File: src/rtl/adcrd_pkg.sv
package adcrd_pkg;
    localparam int NUM_CH = 2;

    typedef enum logic [2:0] {
        ST_IDLE,
        ST_CONV,
        ST_LOW,
        ST_HIGH,
        ST_DONE
    } frame_st_t;
endpackage

File: src/rtl/adcrd_tick.sv
module adcrd_tick #(
    parameter int DIV_W = 8
) (
    input  logic             clk,
    input  logic             rst_n,
    input  logic             run,
    input  logic [DIV_W-1:0] half_div,
    output logic             last
);
    logic [DIV_W-1:0] ph_q;

    assign last = run && (ph_q == half_div);

    always_ff @(posedge clk or negedge rst_n) begin
        if (!rst_n) begin
            ph_q <= '0;
        end else if (!run || last) begin
            ph_q <= '0;
        end else begin
            ph_q <= ph_q + 1'b1;
        end
    end
endmodule

File: src/rtl/adcrd_rate.sv
module adcrd_rate #(
    parameter int RATE_W = 16
) (
    input  logic              clk,
    input  logic              rst_n,
    input  logic              start,
    input  logic              auto_en,
    input  logic [RATE_W-1:0] period,
    output logic              auto_go
);
    localparam logic [RATE_W-1:0] SAT = '1;

    logic [RATE_W-1:0] since_q;
    logic [RATE_W:0]   since_nx;

    assign since_nx = {1'b0, since_q} + 1'b1;
    assign auto_go  = auto_en && (since_nx >= {1'b0, period});

    always_ff @(posedge clk or negedge rst_n) begin
        if (!rst_n) begin
            since_q <= SAT;
        end else if (start) begin
            since_q <= '0;
        end else if (since_q != SAT) begin
            since_q <= since_q + 1'b1;
        end
    end
endmodule

File: src/rtl/adcrd_deser.sv
module adcrd_deser
    import adcrd_pkg::*;
#(
    parameter int WORD_W = 14,
    parameter int GUARD  = 2,
    parameter int SLOT_W = 6
) (
    input  logic                          clk,
    input  logic                          rst_n,
    input  logic                          cap,
    input  logic [SLOT_W-1:0]             slot,
    input  logic                          sdo,
    output logic [NUM_CH-1:0][WORD_W-1:0] words
);
    for (genvar c = 0; c < NUM_CH; c++) begin : g_ch
        localparam int FIRST = GUARD + 1 + c * (WORD_W + GUARD);
        localparam int LAST  = FIRST + WORD_W - 1;

        logic              in_win;
        logic [WORD_W-1:0] sh_q;

        assign in_win   = (int'(slot) >= FIRST) && (int'(slot) <= LAST);
        assign words[c] = sh_q;

        always_ff @(posedge clk or negedge rst_n) begin
            if (!rst_n) begin
                sh_q <= '0;
            end else if (cap && in_win) begin
                sh_q <= {sh_q[WORD_W-2:0], sdo};
            end
        end
    end
endmodule

File: src/rtl/dual_adc_reader.sv
module dual_adc_reader
    import adcrd_pkg::*;
#(
    parameter int WORD_W = 14,
    parameter int GUARD  = 2,
    parameter int DIV_W  = 8,
    parameter int RATE_W = 16
) (
    input  logic                     clk,
    input  logic                     rst_n,
    input  logic                     req_i,
    input  logic                     auto_en_i,
    input  logic [RATE_W-1:0]        period_i,
    input  logic [DIV_W-1:0]         half_div_i,
    input  logic                     sdo_i,
    output logic                     conv_o,
    output logic                     sck_o,
    output logic                     valid_o,
    output logic                     stale_o,
    output logic signed [WORD_W-1:0] ch0_o,
    output logic signed [WORD_W-1:0] ch1_o
);
    localparam int FRAME_SLOTS = GUARD + NUM_CH * (WORD_W + GUARD);
    localparam int SLOT_W      = $clog2(FRAME_SLOTS + 1);
    localparam logic [SLOT_W-1:0] LAST_SLOT = SLOT_W'(FRAME_SLOTS);

    frame_st_t                     state_q, state_d;
    logic [SLOT_W-1:0]             slot_q;
    logic                          first_q;
    logic                          run, last, auto_go, start, cap, frame_end;
    logic [NUM_CH-1:0][WORD_W-1:0] words;

    assign run       = (state_q == ST_CONV) || (state_q == ST_LOW) || (state_q == ST_HIGH);
    assign start     = (state_q == ST_IDLE) && (req_i || auto_go);
    assign cap       = (state_q == ST_LOW) && last;
    assign frame_end = (state_q == ST_HIGH) && last && (slot_q == LAST_SLOT);

    adcrd_tick #(.DIV_W(DIV_W)) u_tick (
        .clk      (clk),
        .rst_n    (rst_n),
        .run      (run),
        .half_div (half_div_i),
        .last     (last)
    );

    adcrd_rate #(.RATE_W(RATE_W)) u_rate (
        .clk     (clk),
        .rst_n   (rst_n),
        .start   (start),
        .auto_en (auto_en_i),
        .period  (period_i),
        .auto_go (auto_go)
    );

    adcrd_deser #(.WORD_W(WORD_W), .GUARD(GUARD), .SLOT_W(SLOT_W)) u_deser (
        .clk   (clk),
        .rst_n (rst_n),
        .cap   (cap),
        .slot  (slot_q),
        .sdo   (sdo_i),
        .words (words)
    );

    // Next-state logic
    always_comb begin
        state_d = state_q;
        unique case (state_q)
            ST_IDLE: if (req_i || auto_go) state_d = ST_CONV;
            ST_CONV: if (last) state_d = ST_LOW;
            ST_LOW:  if (last) state_d = ST_HIGH;
            ST_HIGH: if (last) state_d = (slot_q == LAST_SLOT) ? ST_DONE : ST_LOW;
            ST_DONE: state_d = ST_IDLE;
            default: state_d = ST_IDLE;
        endcase
    end

    // State register and slot counter
    always_ff @(posedge clk or negedge rst_n) begin
        if (!rst_n) begin
            state_q <= ST_IDLE;
            slot_q  <= '0;
        end else begin
            state_q <= state_d;
            if (state_q == ST_IDLE) begin
                slot_q <= '0;
            end else if ((state_q == ST_CONV) && last) begin
                slot_q <= SLOT_W'(1);
            end else if ((state_q == ST_HIGH) && last && (slot_q != LAST_SLOT)) begin
                slot_q <= slot_q + 1'b1;
            end
        end
    end

    // Registered outputs
    always_ff @(posedge clk or negedge rst_n) begin
        if (!rst_n) begin
            conv_o  <= 1'b0;
            sck_o   <= 1'b0;
            valid_o <= 1'b0;
            stale_o <= 1'b0;
            ch0_o   <= '0;
            ch1_o   <= '0;
            first_q <= 1'b1;
        end else begin
            conv_o  <= (state_d == ST_CONV);
            sck_o   <= (state_d == ST_HIGH);
            valid_o <= (state_d == ST_DONE);
            if (frame_end) begin
                ch0_o   <= signed'(words[0]);
                ch1_o   <= signed'(words[1]);
                stale_o <= first_q;
                first_q <= 1'b0;
            end
        end
    end
endmodule

File: config.mk
export PLATFORM = sky130hd
export DESIGN_NAME = dual_adc_reader
export DESIGN_NICKNAME = d
export VERILOG_FILES = /design/src/rtl/adcrd_pkg.sv /design/src/rtl/adcrd_tick.sv /design/src/rtl/adcrd_rate.sv /design/src/rtl/adcrd_deser.sv /design/src/rtl/dual_adc_reader.sv
export SDC_FILE = /design/constraint.sdc
export NUM_CORES = 1
export LEC_CHECK = 0
export BUFFER_PORTS_ARGS = -buffer_cell sky130_fd_sc_hd__buf_2
export CAP_MARGIN = 20
export CORE_MARGIN = 5
export CORE_UTILIZATION = 62
export CTS_CLUSTER_SIZE = 28
export DETAILED_ROUTE_END_ITERATION = 16
export PLACE_DENSITY_LB_ADDON = 0.05
export SYNTH_ARGS = -nofsm -noshare
export SYNTH_HDL_FRONTEND = slang
export SYNTH_SLANG_ARGS = --single-unit
export TNS_END_PERCENT = 5
File: constraint.sdc
create_clock -name clk -period 6 [get_ports clk]
set_input_delay 1.2 -clock clk [delete_from_list [all_inputs] [get_ports clk]]
set_output_delay 1.2 -clock clk [all_outputs]
set_load 0.05 [all_outputs]
After elaboration in Yosys (flattened, before gate mapping)
Index checks and enable logic that the tools add are counted.
{"block": "totals", "regBits": 94, "out_inout_bits": 32, "elab_cells": 64}
{"block": "op_classes", "add_sub_neg": 4, "order_cmp": 5, "eq_ne": 10, "mux": 12, "n_reduce_logical": 20}
{"operator": "$mux W16", "count": 2}
{"operator": "$mux W6", "count": 3}
{"operator": "$add A16 B1 Y17 const B", "count": 1}
{"operator": "$ge A17 B16 Y1", "count": 1}
{"operator": "$add A16 B1 Y16 const B", "count": 1}
{"operator": "$ne A16 B16 Y1 const B", "count": 1}
{"operator": "$mux W3", "count": 5}
{"operator": "$logic_and A1 B1 Y1", "count": 12}
{"operator": "$pmux W3 S4", "count": 1}
{"operator": "$eq A3 B2 Y1 const B", "count": 3}
{"operator": "$add A8 B1 Y8 const B", "count": 1}
{"operator": "$eq A8 B8 Y1", "count": 1}
{"operator": "$mux W8", "count": 1}
{"operator": "$add A6 B1 Y6 const B", "count": 1}
{"operator": "$eq A3 B1 Y1 const B", "count": 2}
{"operator": "$eq A6 B6 Y1 const B", "count": 1}
{"operator": "$ge A6 B2 Y1 const B", "count": 1}
{"operator": "$ge A6 B5 Y1 const B", "count": 1}
{"operator": "$le A6 B5 Y1 const B", "count": 1}
{"operator": "$le A6 B6 Y1 const B", "count": 1}
{"operator": "$ne A6 B6 Y1 const B", "count": 1}
{"operator": "$logic_or A1 B1 Y1", "count": 4}
{"operator": "$eq A3 B3 Y1 const B", "count": 1}
{"operator": "$logic_not A3 Y1", "count": 1}
{"operator": "other kinds (3)", "count": 3}

Longest topological paths before layout
{"block": "logic_depth", "word_depth": 9, "depth_mapped": 13, "mapped_depth_nobuf": 11}

By module
Synthesis repeated with hierarchy kept, for this count alone.
{"block": "unflattened", "cells_unflattened": 393, "area_unflattened_um2": 4805.9}
{"module": "dual_adc_reader", "instances": 1, "cells_each": 130, "area_per_inst_um2": 1823.0, "seq_area_each_um2": 1052.3}
{"module": "adcrd_rate", "instances": 1, "cells_each": 152, "area_per_inst_um2": 1327.5, "seq_area_each_um2": 420.4}
{"module": "adcrd_deser", "instances": 1, "cells_each": 65, "area_per_inst_um2": 1154.9, "seq_area_each_um2": 700.7}
{"module": "adcrd_tick", "instances": 1, "cells_each": 46, "area_per_inst_um2": 500.5, "seq_area_each_um2": 200.2}

Worst setup path before layout
No wires, ideal clock.
{"block": "synth_path", "path_kind": "input -> register", "from": "input port period_i[6]", "to": "register conv_o", "setup_time_ns": 0.131, "arrival_ns": 2.977, "path_slack_ns": 2.892, "path_stages": 9, "path_buffers": 1, "cell_sequence": "inv_1 ha_1 a211oi_2 nor2_1 a2111oi_4 nor2_1 o41a_1 buf_6 or3b_1"}
{"block": "synth_via", "elab_chain_len": 6}
{"item": "from (decl)", "line_no": "dual_adc_reader.sv:13", "rtl": "input logic [RATE_W-1:0] period_i,"}
{"item": "$ge A17 B16 Y1", "line_no": "adcrd_rate.sv:17", "rtl": "assign auto_go = auto_en && (since_nx >= {1'b0, period});"}
{"item": "$logic_and A1 B1 Y1", "line_no": "adcrd_rate.sv:17"}
{"item": "$logic_or A1 B1 Y1", "line_no": "dual_adc_reader.sv:68", "rtl": "ST_IDLE: if (req_i || auto_go) state_d = ST_CONV;"}
{"item": "$mux W3", "line_no": "dual_adc_reader.sv:68"}
{"item": "$pmux W3 S4", "line_no": "dual_adc_reader.sv:67", "rtl": "unique case (state_q)"}
{"item": "$eq A3 B1 Y1", "line_no": "dual_adc_reader.sv:105", "rtl": "conv_o <= (state_d == ST_CONV);"}
{"item": "to (signal assigned)", "line_no": "dual_adc_reader.sv:105"}
{"item": "to (decl)", "line_no": "dual_adc_reader.sv:16", "rtl": "output logic conv_o,"}
No other way between the ends.
A chain may end at the register's enable or synchronous reset.

Worst setup path in the final report
{"block": "layout_path", "from": "register u_rate.since_q[0]", "to": "register conv_o"}
{"block": "layout_via", "elab_chain_len": 7}
{"item": "from (decl)", "line_no": "adcrd_rate.sv:13", "rtl": "logic [RATE_W-1:0] since_q;"}
{"item": "from (signal assigned)", "line_no": "adcrd_rate.sv:25", "rtl": "since_q <= since_q + 1'b1;"}
{"item": "$add A16 B1 Y17", "line_no": "adcrd_rate.sv:16", "rtl": "assign since_nx = {1'b0, since_q} + 1'b1;"}
{"item": "$ge A17 B16 Y1", "line_no": "adcrd_rate.sv:17"}
{"item": "$logic_and A1 B1 Y1", "line_no": "adcrd_rate.sv:17"}
{"item": "$logic_or A1 B1 Y1", "line_no": "dual_adc_reader.sv:68"}
{"item": "$mux W3", "line_no": "dual_adc_reader.sv:68"}
{"item": "$pmux W3 S4", "line_no": "dual_adc_reader.sv:67"}
{"item": "$eq A3 B1 Y1", "line_no": "dual_adc_reader.sv:105"}
No other way between the ends.

==> out/metrics.cfg <==
[status]
status=finished clean

[synth]
synthCells=406
ys_ff_latch=94
synth_top_family_by_area=simple AND/OR/NAND/NOR gates
muxShareOfSynthArea=0.144
syn_area_um2=4670
ys_warn_count=0
ys_seq_area_frac=0.508
synth.cells.most_frequent=dfrtp_1 (77), mux2_2 (57), nor2_1 (36)
synth-simple-area-share=0.148
synth.most_common_cell=dfrtp_1
ys_top_cells_by_area=dfrtp_1 (41%), mux2_2 (14%), dfstp_2 (9.6%), ha_1 (5.6%), xnor2_1 (3.6%)
synth_ff_type=dfrtp_1
yosysTopAreaCell=dfrtp_1
synth-xor-area-share=0.0563
synth-edff-count=0
synth_area_per_cell_um2=11.5
synthArstFlopShare=1.00
yosysTopAreaCellShare=0.413
synth_compound_area_frac=0.0504
synth_adder_area_share=0.0563
synth_nets=456
synth_cell_types=45

[floorplanning]
die_w_um=96.8
num_rows=31
initial_core_util=0.640
die-area_um2=9370
ioPinCount=61
die_h_um=96.8
core-area_um2=7290

[power_and_ir_drop]
vdd_drop_max_v=0.000263
power_density_nw_per_um2=296
p_leak_uw=0.00270

[setup_path]
critPathKind=reg2reg
endpoint_kind=flip-flop
critical_path_required_ns=6.25
crit_slowest_cell=dfstp_2
crit_chain=ha_1, nand3_2, xnor2_1, ha_1, a211oi_2, nor2_1, a2111oi_4, nor2_1, o41a_1, or3b_1
path_buf_inv=0
cp_max_fo=18
start_kind=flip-flop
cp_data_arrival_time_ns=3.65
cpPeakStageDelay_ns=0.60
path_delay_family=compound AO/OA/AOI/OAI gates

[min_path]
hold_class=reg2reg

[clock_tree]
ctsLongestPathBuffers=2
cts.sinks=94
postCtsHoldBufs=0
clk_latency_ns=0.37
root_buffer=clkbuf_8
post-cts-setup-buffers=0
h-tree-depth=3
cts_buffers=9
tritoncts=yes
path_clk_slew_ns=0.10
ctsResizeCount=0

[finish]
n_antenna_cell=0
drive_gt1_frac=0.348
fin_cells=570
area_delta_synth_final_pct=12.0
nets=516

[route]
vias=3135
dr.first_iter.drc_count=164
drt_pre_antenna_iters=4
drt_wl_total_um=8290
via_per_inst=5.50
antenna_left=0
drcViolationCount=0
routedWlPerCell_um=14.6

[timing]
setup_viol=0
fin_setup_tns_ns=0
slew_headroom=0.524
rsz0062_at_grt=no
fin_crit_sh=0.567
max_freq_mhz=294
final_hold_viol_count=0
setup_slack_ns=2.60
finalCriticalPeriod_ns=3.40
worst-slew-pin-transition_ns=0.715
finClkSkew_ns=0.0100
drv_slew=0

[place]
dpl_worst_slack_ns=2.51
routabilityCongestion=0.806
dp.cells=553
hpwlAfterDp_um=5910
portBuffers=60

[job]
maxCapViolations=0

[grt]
track_usage=0.190
grt_first_pass_wirelength_um=14800
antenna_found_initial=0
grt-ovfl-total=0
grt_pass1_vias=3076
grt_max_degree=90

==> per-layer routing <==
layer	vias to the layer above	routed length, um	GRT usage
li1	1551	-	-
met1	1507	3890	0.266
met2	69	3930	0.288
met3	8	394	0.0590
met4	0	83	0.0486
met5	-	0	0
==> where the power goes <==
part           switching, uW  internal, uW  leakage, uW
Combinational            200           152      0.00137
Sequential              84.4           715      0.00124
Clock                    237           159    0.0000969
==> cells by family (layout without fill, tap and decap cells) <==
kind of cell | after synthesis | after routing
buffers and inverters | 38 | 103
multiplexers | 60 | 60
flip-flops | 94 | 94
AND/OR/NAND/NOR | 130 | 130
AO/OA/AOI/OAI | 33 | 33
adder cells (fa/ha/maj) | 21 | 21
XOR/XNOR | 30 | 30
==> per-stage QoR <==
step	area [um^2]	total power (uW)	utilization	hold slack (ns)
3_3_place_gp	5030	1150	0.689	0.480
6_report	5230	1550	0.717	0.503
5_1_grt	5230	1660	0.717	0.513
3_5_place_dp	5030	1160	0.689	0.485
2_1_floorplan	4670	1070	-	0.471
4_1_cts	5210	1560	0.715	0.501
==> final timing paths <==
kind / startpoint / to / slack [ns] / cells past startpoint
max: u_rate.since_q[0] / conv_o / 2.60 / 10
min in group asynchronous: rst_n / u_rate.since_q[9] / 0.80 / 1
max reg2reg: u_rate.since_q[0] / conv_o / 2.60 / 10
max in group asynchronous: rst_n / u_rate.since_q[4] / 4.32 / 3
min: first_q / first_q / 0.50 / 1
min reg2reg: first_q / first_q / 0.50 / 1
==> layout make-up <==
cell class / count / area [um^2]
Tap cell: 99 / 124
Timing Repair Buffer: 63 / 338
Fill cell: 562 / 2060
Clock inverter: 7 / 60.1
Inverter: 24 / 90.1
Sequential cell: 94 / 2370
Multi-Input combinational cell: 274 / 2120
Clock buffer: 9 / 124
==> sequential cells by signal (all words and copies together), names as in the netlist <==
signal	flops
ch1_o	14
stale_o	1
slot_q	6
ch0_o	14
valid_o	1
u_tick.ph_q	8
state_q	3
u_rate.since_q	16
u_deser.g_ch.sh_q	28
sck_o	1
first_q	1
conv_o	1
==> cell usage in the layout (no fill, tap or decap), types with 4 or more instances in the layout <==
| cell | n |
|---|---|
| a21oi_1 | 5 |
| and3_1 | 11 |
| buf_2 | 59 |
| clkbuf_8 | 9 |
| dfrtp_1 | 77 |
| dfstp_2 | 17 |
| ha_1 | 21 |
| inv_1 | 24 |
| inv_6 | 4 |
| mux2_2 | 57 |
| nand2_1 | 10 |
| nand3_1 | 18 |
| nand4_1 | 14 |
| nor2_1 | 36 |
| nor3_1 | 19 |
| o21ai_0 | 11 |
| or3_1 | 5 |
| xnor2_1 | 19 |
| xor2_1 | 11 |
Note: power is estimated with default switching activity, not from simulation.
